## src/rtl/adcseq_pkg.sv

```systemverilog
package adcseq_pkg;
  typedef enum logic [1:0] {
    SQ_IDLE = 2'd0,
    SQ_NORM = 2'd1,
    SQ_PRIO = 2'd2
  } sq_state_e;

  localparam int TSEL_W = 2;
endpackage

```

## src/rtl/adcseq_trig.sv

```systemverilog
module adcseq_trig
  import adcseq_pkg::*;
#(
  parameter int NHW = 3
) (
  input  logic              clk,
  input  logic              rst,
  input  logic              sw_set,
  input  logic [TSEL_W-1:0] trig_sel,
  input  logic [NHW-1:0]    hw_trig,
  input  logic              busy,
  input  logic              prio_done,
  output logic              req,
  output logic              sw_bit
);
  logic [NHW-1:0] hw_q;
  logic [NHW-1:0] rise;
  logic           hw_hit;

  genvar g;
  generate
    for (g = 0; g < NHW; g++) begin : g_edge
      always_ff @(posedge clk) begin
        if (rst) hw_q[g] <= 1'b0;
        else     hw_q[g] <= hw_trig[g];
      end
      assign rise[g] = hw_trig[g] & ~hw_q[g];
    end
  endgenerate

  always_comb begin
    hw_hit = 1'b0;
    for (int i = 0; i < NHW; i++) begin
      if (trig_sel == TSEL_W'(i + 1)) hw_hit = rise[i];
    end
  end

  assign req = (sw_set | hw_hit) & ~busy;

  always_ff @(posedge clk) begin
    if (rst)                   sw_bit <= 1'b0;
    else if (prio_done)        sw_bit <= 1'b0;
    else if (sw_set && !busy)  sw_bit <= 1'b1;
  end
endmodule

```

## src/rtl/adcseq_fsm.sv

```systemverilog
module adcseq_fsm
  import adcseq_pkg::*;
#(
  parameter int CH_W   = 4,
  parameter int DATA_W = 12
) (
  input  logic              clk,
  input  logic              rst,
  input  logic              scan_en,
  input  logic [CH_W-1:0]   scan_first,
  input  logic [CH_W-1:0]   scan_last,
  input  logic              prio_req,
  input  logic [CH_W-1:0]   prio_ch,
  input  logic              conv_done,
  input  logic [DATA_W-1:0] conv_data,
  output logic              conv_start,
  output logic              conv_abort,
  output logic [CH_W-1:0]   conv_ch,
  output logic              norm_irq,
  output logic [CH_W-1:0]   norm_ch,
  output logic [DATA_W-1:0] norm_data,
  output logic              prio_irq,
  output logic [DATA_W-1:0] prio_result,
  output logic              prio_busy,
  output logic              prio_done
);
  sq_state_e       st;
  logic [CH_W-1:0] cur_q;
  logic [CH_W-1:0] nxt;
  logic            resume_q;

  assign nxt       = (cur_q == scan_last) ? scan_first : cur_q + 1'b1;
  assign prio_busy = (st == SQ_PRIO);
  assign prio_done = (st == SQ_PRIO) && conv_done;

  always_ff @(posedge clk) begin
    conv_start <= 1'b0;
    conv_abort <= 1'b0;
    norm_irq   <= 1'b0;
    prio_irq   <= 1'b0;
    if (rst) begin
      st          <= SQ_IDLE;
      cur_q       <= '0;
      resume_q    <= 1'b0;
      conv_ch     <= '0;
      norm_ch     <= '0;
      norm_data   <= '0;
      prio_result <= '0;
    end else begin
      case (st)
        SQ_IDLE: begin
          if (prio_req) begin
            conv_start <= 1'b1;
            conv_ch    <= prio_ch;
            resume_q   <= 1'b0;
            st         <= SQ_PRIO;
          end else if (scan_en) begin
            cur_q      <= scan_first;
            conv_start <= 1'b1;
            conv_ch    <= scan_first;
            st         <= SQ_NORM;
          end
        end
        SQ_NORM: begin
          if (prio_req) begin
            // cut in: cur_q is left as is so the same channel reruns later
            conv_abort <= 1'b1;
            conv_start <= 1'b1;
            conv_ch    <= prio_ch;
            resume_q   <= 1'b1;
            st         <= SQ_PRIO;
          end else if (conv_done) begin
            norm_irq  <= 1'b1;
            norm_ch   <= cur_q;
            norm_data <= conv_data;
            cur_q     <= nxt;
            if (scan_en) begin
              conv_start <= 1'b1;
              conv_ch    <= nxt;
            end else begin
              st <= SQ_IDLE;
            end
          end
        end
        SQ_PRIO: begin
          if (conv_done) begin
            prio_irq    <= 1'b1;
            prio_result <= conv_data;
            if (resume_q) begin
              conv_start <= 1'b1;
              conv_ch    <= cur_q;
              st         <= SQ_NORM;
            end else begin
              st <= SQ_IDLE;
            end
          end
        end
        default: st <= SQ_IDLE;
      endcase
    end
  end

  p_irq_exclusive_r6: assert property (@(posedge clk) disable iff (rst)
    !(norm_irq && prio_irq));

  p_preempt_aborts_r4: assert property (@(posedge clk) disable iff (rst)
    (st == SQ_NORM && prio_req) |=> conv_abort);

  p_resume_same_ch_r7: assert property (@(posedge clk) disable iff (rst)
    (st == SQ_PRIO && conv_done && resume_q) |=> (conv_start && conv_ch == $past(cur_q)));
endmodule

```

## src/rtl/adcseq_ram.sv

```systemverilog
module adcseq_ram #(
  parameter int DEPTH = 16,
  parameter int DW    = 12,
  localparam int AW   = $clog2(DEPTH)
) (
  input  logic          clk,
  input  logic          we,
  input  logic [AW-1:0] wa,
  input  logic [DW-1:0] wd,
  input  logic [AW-1:0] ra,
  output logic [DW-1:0] rd
);
  logic [DW-1:0] mem [DEPTH];

  always_ff @(posedge clk) begin
    if (we) mem[wa] <= wd;
    rd <= mem[ra];
  end
endmodule

```

## src/rtl/adc_prio_seq.sv

```systemverilog
module adc_prio_seq
  import adcseq_pkg::*;
#(
  parameter int NCH    = 16,
  parameter int DATA_W = 12,
  parameter int NHW    = 3,
  localparam int CH_W  = $clog2(NCH)
) (
  input  logic              clk,
  input  logic              rst,
  input  logic              scan_en,
  input  logic [CH_W-1:0]   scan_first,
  input  logic [CH_W-1:0]   scan_last,
  input  logic              sw_prio_set,
  input  logic [TSEL_W-1:0] trig_sel,
  input  logic [NHW-1:0]    hw_trig,
  input  logic [CH_W-1:0]   prio_ch,
  output logic              conv_start,
  output logic              conv_abort,
  output logic [CH_W-1:0]   conv_ch,
  input  logic              conv_done,
  input  logic [DATA_W-1:0] conv_data,
  output logic              norm_irq,
  output logic [CH_W-1:0]   norm_ch,
  output logic              prio_irq,
  output logic [DATA_W-1:0] prio_result,
  output logic              prio_busy,
  output logic              sw_prio_bit,
  input  logic [CH_W-1:0]   rd_addr,
  output logic [DATA_W-1:0] rd_data
);
  logic              req;
  logic              prio_done;
  logic [DATA_W-1:0] norm_data;

  adcseq_trig #(.NHW(NHW)) u_trig (
    .clk(clk), .rst(rst), .sw_set(sw_prio_set), .trig_sel(trig_sel),
    .hw_trig(hw_trig), .busy(prio_busy), .prio_done(prio_done),
    .req(req), .sw_bit(sw_prio_bit)
  );

  adcseq_fsm #(.CH_W(CH_W), .DATA_W(DATA_W)) u_fsm (
    .clk(clk), .rst(rst), .scan_en(scan_en), .scan_first(scan_first),
    .scan_last(scan_last), .prio_req(req), .prio_ch(prio_ch),
    .conv_done(conv_done), .conv_data(conv_data), .conv_start(conv_start),
    .conv_abort(conv_abort), .conv_ch(conv_ch), .norm_irq(norm_irq),
    .norm_ch(norm_ch), .norm_data(norm_data), .prio_irq(prio_irq),
    .prio_result(prio_result), .prio_busy(prio_busy), .prio_done(prio_done)
  );

  adcseq_ram #(.DEPTH(NCH), .DW(DATA_W)) u_ram (
    .clk(clk), .we(norm_irq), .wa(norm_ch), .wd(norm_data),
    .ra(rd_addr), .rd(rd_data)
  );

  p_abort_pairs_start_r4: assert property (@(posedge clk) disable iff (rst)
    conv_abort |-> (conv_start && conv_ch == $past(prio_ch)));

  p_busy_drops_req_r8: assert property (@(posedge clk) disable iff (rst)
    (prio_busy && !conv_done) |=> !conv_start);

  p_swbit_clears_r9: assert property (@(posedge clk) disable iff (rst)
    prio_irq |-> !sw_prio_bit);
endmodule

```

## config.mk

```make
export PLATFORM = sky130hd
export DESIGN_NAME = adc_prio_seq
export DESIGN_NICKNAME = d
export VERILOG_FILES = /design/src/rtl/adcseq_pkg.sv /design/src/rtl/adcseq_trig.sv /design/src/rtl/adcseq_fsm.sv /design/src/rtl/adcseq_ram.sv /design/src/rtl/adc_prio_seq.sv
export SDC_FILE = /design/constraint.sdc
export NUM_CORES = 1
export LEC_CHECK = 0
export ABC_AREA = 1
export BUFFER_PORTS_ARGS = -buffer_cell sky130_fd_sc_hd__buf_2
export CAP_MARGIN = 20
export CORE_ASPECT_RATIO = 1.4
export CORE_UTILIZATION = 45
export DETAILED_ROUTE_END_ITERATION = 6
export GPL_ROUTABILITY_DRIVEN = 1
export SYNTH_ARGS = -nofsm -noshare
export SYNTH_HDL_FRONTEND = slang
export SYNTH_HIERARCHICAL = 1
export SYNTH_SLANG_ARGS = --single-unit
```

## constraint.sdc

```tcl
create_clock -name clk -period 1.5 [get_ports clk]
set_input_delay 0 -clock clk [delete_from_list [all_inputs] [get_ports clk]]
set_output_delay 0 -clock clk [all_outputs]
set_load 0.02 [all_outputs]
```

==> results of run 1 <==
## cells by family (layout without fill, tap and decap cells)
logic type | count (synthesis) | after routing | share of synthesized area [%]
flip-flops | 251 | 251 | 64.0
buffers and inverters | 234 | 394 | 9.35
adder cells (fa/ha/maj) | 6 | 6 | 0.691
AND/OR/NAND/NOR | 572 | 573 | 22.3
AO/OA/AOI/OAI | 65 | 65 | 3.52
XOR/XNOR | 2 | 2 | 0.161
## timing repair
action	in CTS	in global routing
gates cloned	0	1
endpoints found under the hold margin	48	0
resized for setup	5	22
hold buffers	30	0
setup endpoints to repair	29	28
buffers inserted	1	1
pin swaps	0	5
## power by group through the flow
stage	clock (mW)	combinational [mW]	sequential, mW
2_1_floorplan	0	2.13	8.38
3_3_place_gp	0	3.44	8.17
3_5_place_dp	0	3.46	8.17
4_1_cts	6.34	3.60	8.03
5_1_grt	6.60	4.28	8.06
6_report	6.19	3.86	8.02
## state kept, by name, summed over array words and instances, names as in the netlist, 2 cells and up
name               flops
u_fsm/st               2
u_fsm/cur_q            4
u_fsm/conv_ch          4
u_ram/mem            192
u_fsm/prio_result     12
u_trig/hw_q            3
u_ram/rd              12
u_fsm/norm_ch          4
u_fsm/norm_data       12
## routing by layer
layer / track usage [%] / part of all wire (%)
met2: 39.3 / 52
met4: 5.50 / 2.2
met3: 2.91 / 5.3
met5: 0 / 0
met1: 24.3 / 40
## layout make-up
type | instances | area [sq um]
inverter | 181 | 688
clock inverter | 10 | 78.8
sequential | 251 | 6950
fill | 2040 | 10200
clock buffer | 35 | 747
multi-input combinational | 646 | 3040
tap | 306 | 383
timing repair buffer | 168 | 1350
## layout by cell type (no fill, tap or decap), drive strengths merged
master,n
buf,138
clkinvlp,1
edfxtp,192
inv,182
xor2,2
nor3,3
bufinv,1
o21ai,19
nand3b,4
nand4,1
a211oi,4
a22oi,1
clkbuf,35
a21oi,38
o2111ai,1
nand3,170
dlygate4sd3,30
o21a,1
ha,6
o211a,1
clkinv,7
dfxtp,59
nand2,334
nor2,61
## worst max-delay path, delay by kind of cell (launching register included)
family	cells	cell delay, ps
AO/OA/AOI/OAI	2	200
buffers and inverters	4	370
adder cells (fa/ha/maj)	1	150
AND/OR/NAND/NOR	3	450
flip-flops	1	330
## metrics by stage
step	std cells	total power, mW	utilization (%)	TNS, ps	cell area [sq um]
floorplan	1130	10.5	-	-16160	10900
finish	1597	18.1	56.4	-2000	13200
global route	1597	18.9	56.4	-5130	13200
detailed placement	1519	11.6	51.1	-4130	12000
global placement	1519	11.6	51.1	-3260	12000
CTS	1595	18.0	56.0	-1200	13100
## worst paths after layout
kind / from / endpoint / depth (start not counted)
setup / recovery: u_fsm/st[0]$_SDFFE_PP0P_ / u_fsm/cur_q[2]$_SDFFE_PP0P_ / 10
hold / removal: scan_en / u_fsm/st[1]$_SDFFE_PP0P_ / 4
setup reg to reg: u_fsm/st[0]$_SDFFE_PP0P_ / u_fsm/cur_q[2]$_SDFFE_PP0P_ / 10
hold reg to reg: u_fsm/norm_data[1]$_SDFFE_PP0P_ / u_fsm/norm_data[1]$_SDFFE_PP0P_ / 2
==> reports/results.ini, run 1 <==
[critical_path]
reg2reg_slack_ps=-120
setup.worst_path.end_class=flip-flop
path_cells=inv_2, ha_4, inv_2, nand4_1, nand2_4, clkinvlp_4, nand3_4, inv_4, o21ai_2, a21oi_2
critPathMaxStageDelay_ps=330
required_ps=1910
path_max_fanout=7
critPathLaunchType=flip-flop
slowest_stage=dfxtp_2
arrival_ps=2020
worstSetupPathType=reg -> reg
crit_path_frequent_cell=inv_2

[clock_tree]
numCtsBuffers=25
h-tree-depth=1
cts_tree=done
cts.clk_slew.worst_paths_ps=60
cts_sinks=251
cts-root-buf=clkbuf_16
clock_latency_ps=520
cts_buffer_depth=3

[floorplanning]
rows=66
fp.dieH_um=186
core_sq_um=23500
die_width_um=133
die_area_sq_um=24800
pin_count=76
start_util_pct=46.3

[sta]
slew_viol_final=0
worst_pin_slew_ps=622
hold_viol_final=0
fin_hold_ws_ps=5.66
setup_viol=27
timing.fmax_ghz=0.619
finClkSkew_ps=9.52
rsz0062_at_grt=yes
slew_headroom_pct=58.5
period_share_pct=108
setup_ws_ps=-115
period_minus_slack_ps=1620

[power]
peakVddDrop_uv=1290
seqPwrFrac_pct=44.4
p_clk_share_pct=34.3
cellPowerDensity_nw_per_um2=1370
swShare_pct=28.2
internal_power_mw=13.0
p_leak_nw=5.81
pwr-share-comb_pct=21.3
power_switching_mw=5.10

[cells_and_area]
final_nets=1317
syn_to_final_growth_pct=21.9
drive_gt1_share_pct=17.8
antenna_cells=0

[route]
via_per_inst=4.96
routed_wirelength_mm=25.0
first_pass_iters=7
num_vias=7919
drc=0
wl_per_cell_um=15.6
drtIter0Drc=434
ant_nets=0

[grt]
grt_max_degree=75
overflow=0
grt_pass1_wl_mm=39.8
grt_usage_pct=20.7
antenna_found_initial=0
grt_pass1_vias=7750

[logic_synthesis]
synth_top_area_share_pct=53.1
synthTopCellsByCount=329 x nand2_1, 192 x edfxtp_1, 174 x inv_1, 170 x nand3_1, 59 x dfxtp_1
synth_cells=1130
synth_area_sq_um=10900
async_flop_share_pct=0
synth_area_leaders=edfxtp_1 53%, nand2_1 11%, dfxtp_1 11%
ys_seq_area_share_pct=64.0
yosysWarnings=6
synth_edf_count=192
yosysUniqueCellTypes=32
yosysMostFrequentCell=nand2_1
synth_flop_cell=edfxtp_1
postSynthAreaPerCell_sq_um=9.61
synth-seq-cells=251
syn-num-nets=1174
synth_top_cell_by_area=edfxtp_1

[placed_design]
finalWeightedCongestion=0.904
post-place-ws_ps=-188
portBuffers=75
dpl.hpwl_mm=15.6

[outcome]
violations=setup timing
status=finished, violations left

[min_path]
hold_path.class=in -> reg

[job]
drv_cap=0

Note: power is estimated with default switching activity, not from simulation.
==> inputs of run 2 (changes only) <==
BUFFER_PORTS_ARGS = not set   (was -buffer_cell sky130_fd_sc_hd__buf_2)
CTS_CLUSTER_DIAMETER = 60   (was not set)
DONT_BUFFER_PORTS = 1   (was not set)
==> reports/results.ini, run 2 (synthesis results as in run 1) <==
[outcome]
status=finished, violations left
violations=hold timing, setup timing

[cells_and_area]
final_nets=1269  ; -3.6%
syn_to_final_growth_pct=21.9  ; about the same
top_register=u_ram/mem
final_cells=1551  ; -2.9%
drive_gt1_share_pct=13.7  ; -4.1 points
mostFrequentLayoutCell=nand2_1
largest_reg_flops=192  ; unchanged
antenna_cells=0  ; unchanged
final_cell_mix=321 x nand2_1, 192 x edfxtp_1, 169 x inv_1

[grt]
antenna_found_initial=0  ; unchanged
grt_max_degree=66  ; -12%
grt_pass1_wl_mm=41.3  ; +3.9%
grt_pass1_vias=7684  ; -0.85%
overflow=0  ; unchanged
grt_usage_pct=21.9  ; +1.2 points

[floorplanning]
start_util_pct=46.3  ; unchanged
fp.dieH_um=186  ; unchanged
rows=66  ; unchanged
pin_count=76  ; unchanged
die_width_um=133  ; unchanged
core_sq_um=23500  ; unchanged
die_area_sq_um=24800  ; unchanged

[placed_design]
finalWeightedCongestion=0.897  ; -0.79%
portBuffers=0  ; -100%
dpl.hpwl_mm=15.3  ; -2.2%
dp.cells=1439  ; -5.3%

[sta]
period_minus_slack_ps=1630  ; +17.6 ps
setup_viol=16  ; -41%
finClkSkew_ps=8.75  ; -0.771 ps
fin_hold_ws_ps=-362  ; -368 ps
worst_pin_slew_ps=1030  ; +410 ps
rsz0062_at_grt=yes
period_share_pct=109  ; +1.2 points
hold_viol_final=37  ; +37
slew_viol_final=0  ; unchanged
timing.fmax_ghz=0.612  ; -1.1%
setup_ws_ps=-133  ; -17.6 ps
slew_headroom_pct=31.2  ; -27 points
fin_setup_tns_ps=-1220  ; +783 ps

[route]
num_vias=7783  ; -1.7%
drtIter0Drc=479  ; +10%
via_per_inst=5.02  ; +1.2%
ant_nets=0  ; unchanged
wl_per_cell_um=17.1  ; +9.2%
drc=0  ; unchanged
routed_wirelength_mm=26.5  ; +6.1%
first_pass_iters=5  ; -2

[clock_tree]
h-tree-depth=1  ; unchanged
cts_sinks=251  ; unchanged
cts_buffer_depth=3  ; unchanged
numCtsBuffers=26  ; +4.0%
cts-root-buf=clkbuf_16
clock_latency_ps=520  ; about the same
cts.clk_slew.worst_paths_ps=60  ; about the same
cts_tree=done

[power]
p_leak_nw=5.64  ; -2.9%
totalPowerFinal_mw=18.3  ; +0.99%
peakVddDrop_uv=1440  ; +12%
cellPowerDensity_nw_per_um2=1380  ; +1.0%

[critical_path]
worstReg2RegStart=u_fsm/st[0]$_SDFFE_PP0P_
path_max_fanout=7  ; unchanged
worstSetupPathType=reg -> reg
reg2reg_slack_ps=-130  ; -20 ps
startpoint=u_fsm/st[0]$_SDFFE_PP0P_
arrival_ps=2040  ; +20 ps
required_ps=1910  ; about the same
critPathLaunchType=flip-flop
setup.worst_path.end_class=flip-flop

[min_path]
hold_path.class=in -> reg
hp-start=conv_done

[job]
drv_cap=0  ; unchanged

==> run 2: where the power goes <==
| part | switching [mW] | leakage, nW | internal (mW) |
|---|---|---|---|
| combinational | 2.04 | 3.04 | 1.41 |
| sequential | 0.480 | 2.17 | 7.79 |
| clock | 2.59 | 0.436 | 3.93 |
==> run 2: worst max-delay path, stage by stage (launching register included) <==
cell,delay (ps)
dfxtp_2,330
inv_2,50
ha_4,150
inv_2,60
nand4_1,120
nand2_4,180
clkinvlp_4,220
nand3_4,170
inv_4,60
o21ai_2,120
a21oi_1,60
==> run 2: layout make-up <==
cell class | count | area (sq um)
flip-flops and latches | 251 | 6950
inverters | 181 | 691
clock buffers | 41 | 821
multi-input cells | 646 | 3100
repair buffers | 119 | 1230
fillers | 2030 | 10200
clock inverters | 7 | 62.6
well taps | 306 | 383
==> run 2: final timing paths <==
kind                                                   endpoint  cells past startpoint
worst max-delay path                u_fsm/cur_q[2]$_SDFFE_PP0P_                     10
worst min-delay path                  u_fsm/norm_irq$_SDFF_PP0_                      2
worst max register to register      u_fsm/cur_q[2]$_SDFFE_PP0P_                     10
worst min register to register  u_fsm/norm_data[1]$_SDFFE_PP0P_                      2
==> run 2: per-layer routing <==
layer	wire, um	vias to the layer above	GRT usage (%)	part of all wire (%)
met5	0	-	0	0
met4	701	0	7.50	2.6
met3	1480	41	3.46	5.6
met2	13800	243	41.3	52
met1	10500	3659	25.0	40
li1	-	3840	-	-
==> run 2: what timing repair did <==
item | CTS | global route
resized for setup | 10 | 37
gates cloned | 0 | 1
hold buffers | 68 | 6
pin swaps | 2 | 32
setup buffers | 3 | 3
setup endpoints to repair | 29 | 50
hold endpoints to repair | 59 | 34
==> run 2: through the flow <==
| step | util, % | setup slack (ps) | instance area (sq um) |
|---|---|---|---|
| 2_1_floorplan | - | -107 | 10900 |
| 6_report | 56.4 | -133 | 13200 |
| 4_1_cts | 56.2 | -100 | 13200 |
| 3_3_place_gp | 49.0 | -166 | 11500 |
| 3_5_place_dp | 49.0 | -208 | 11500 |
| 5_1_grt | 56.4 | -215 | 13200 |
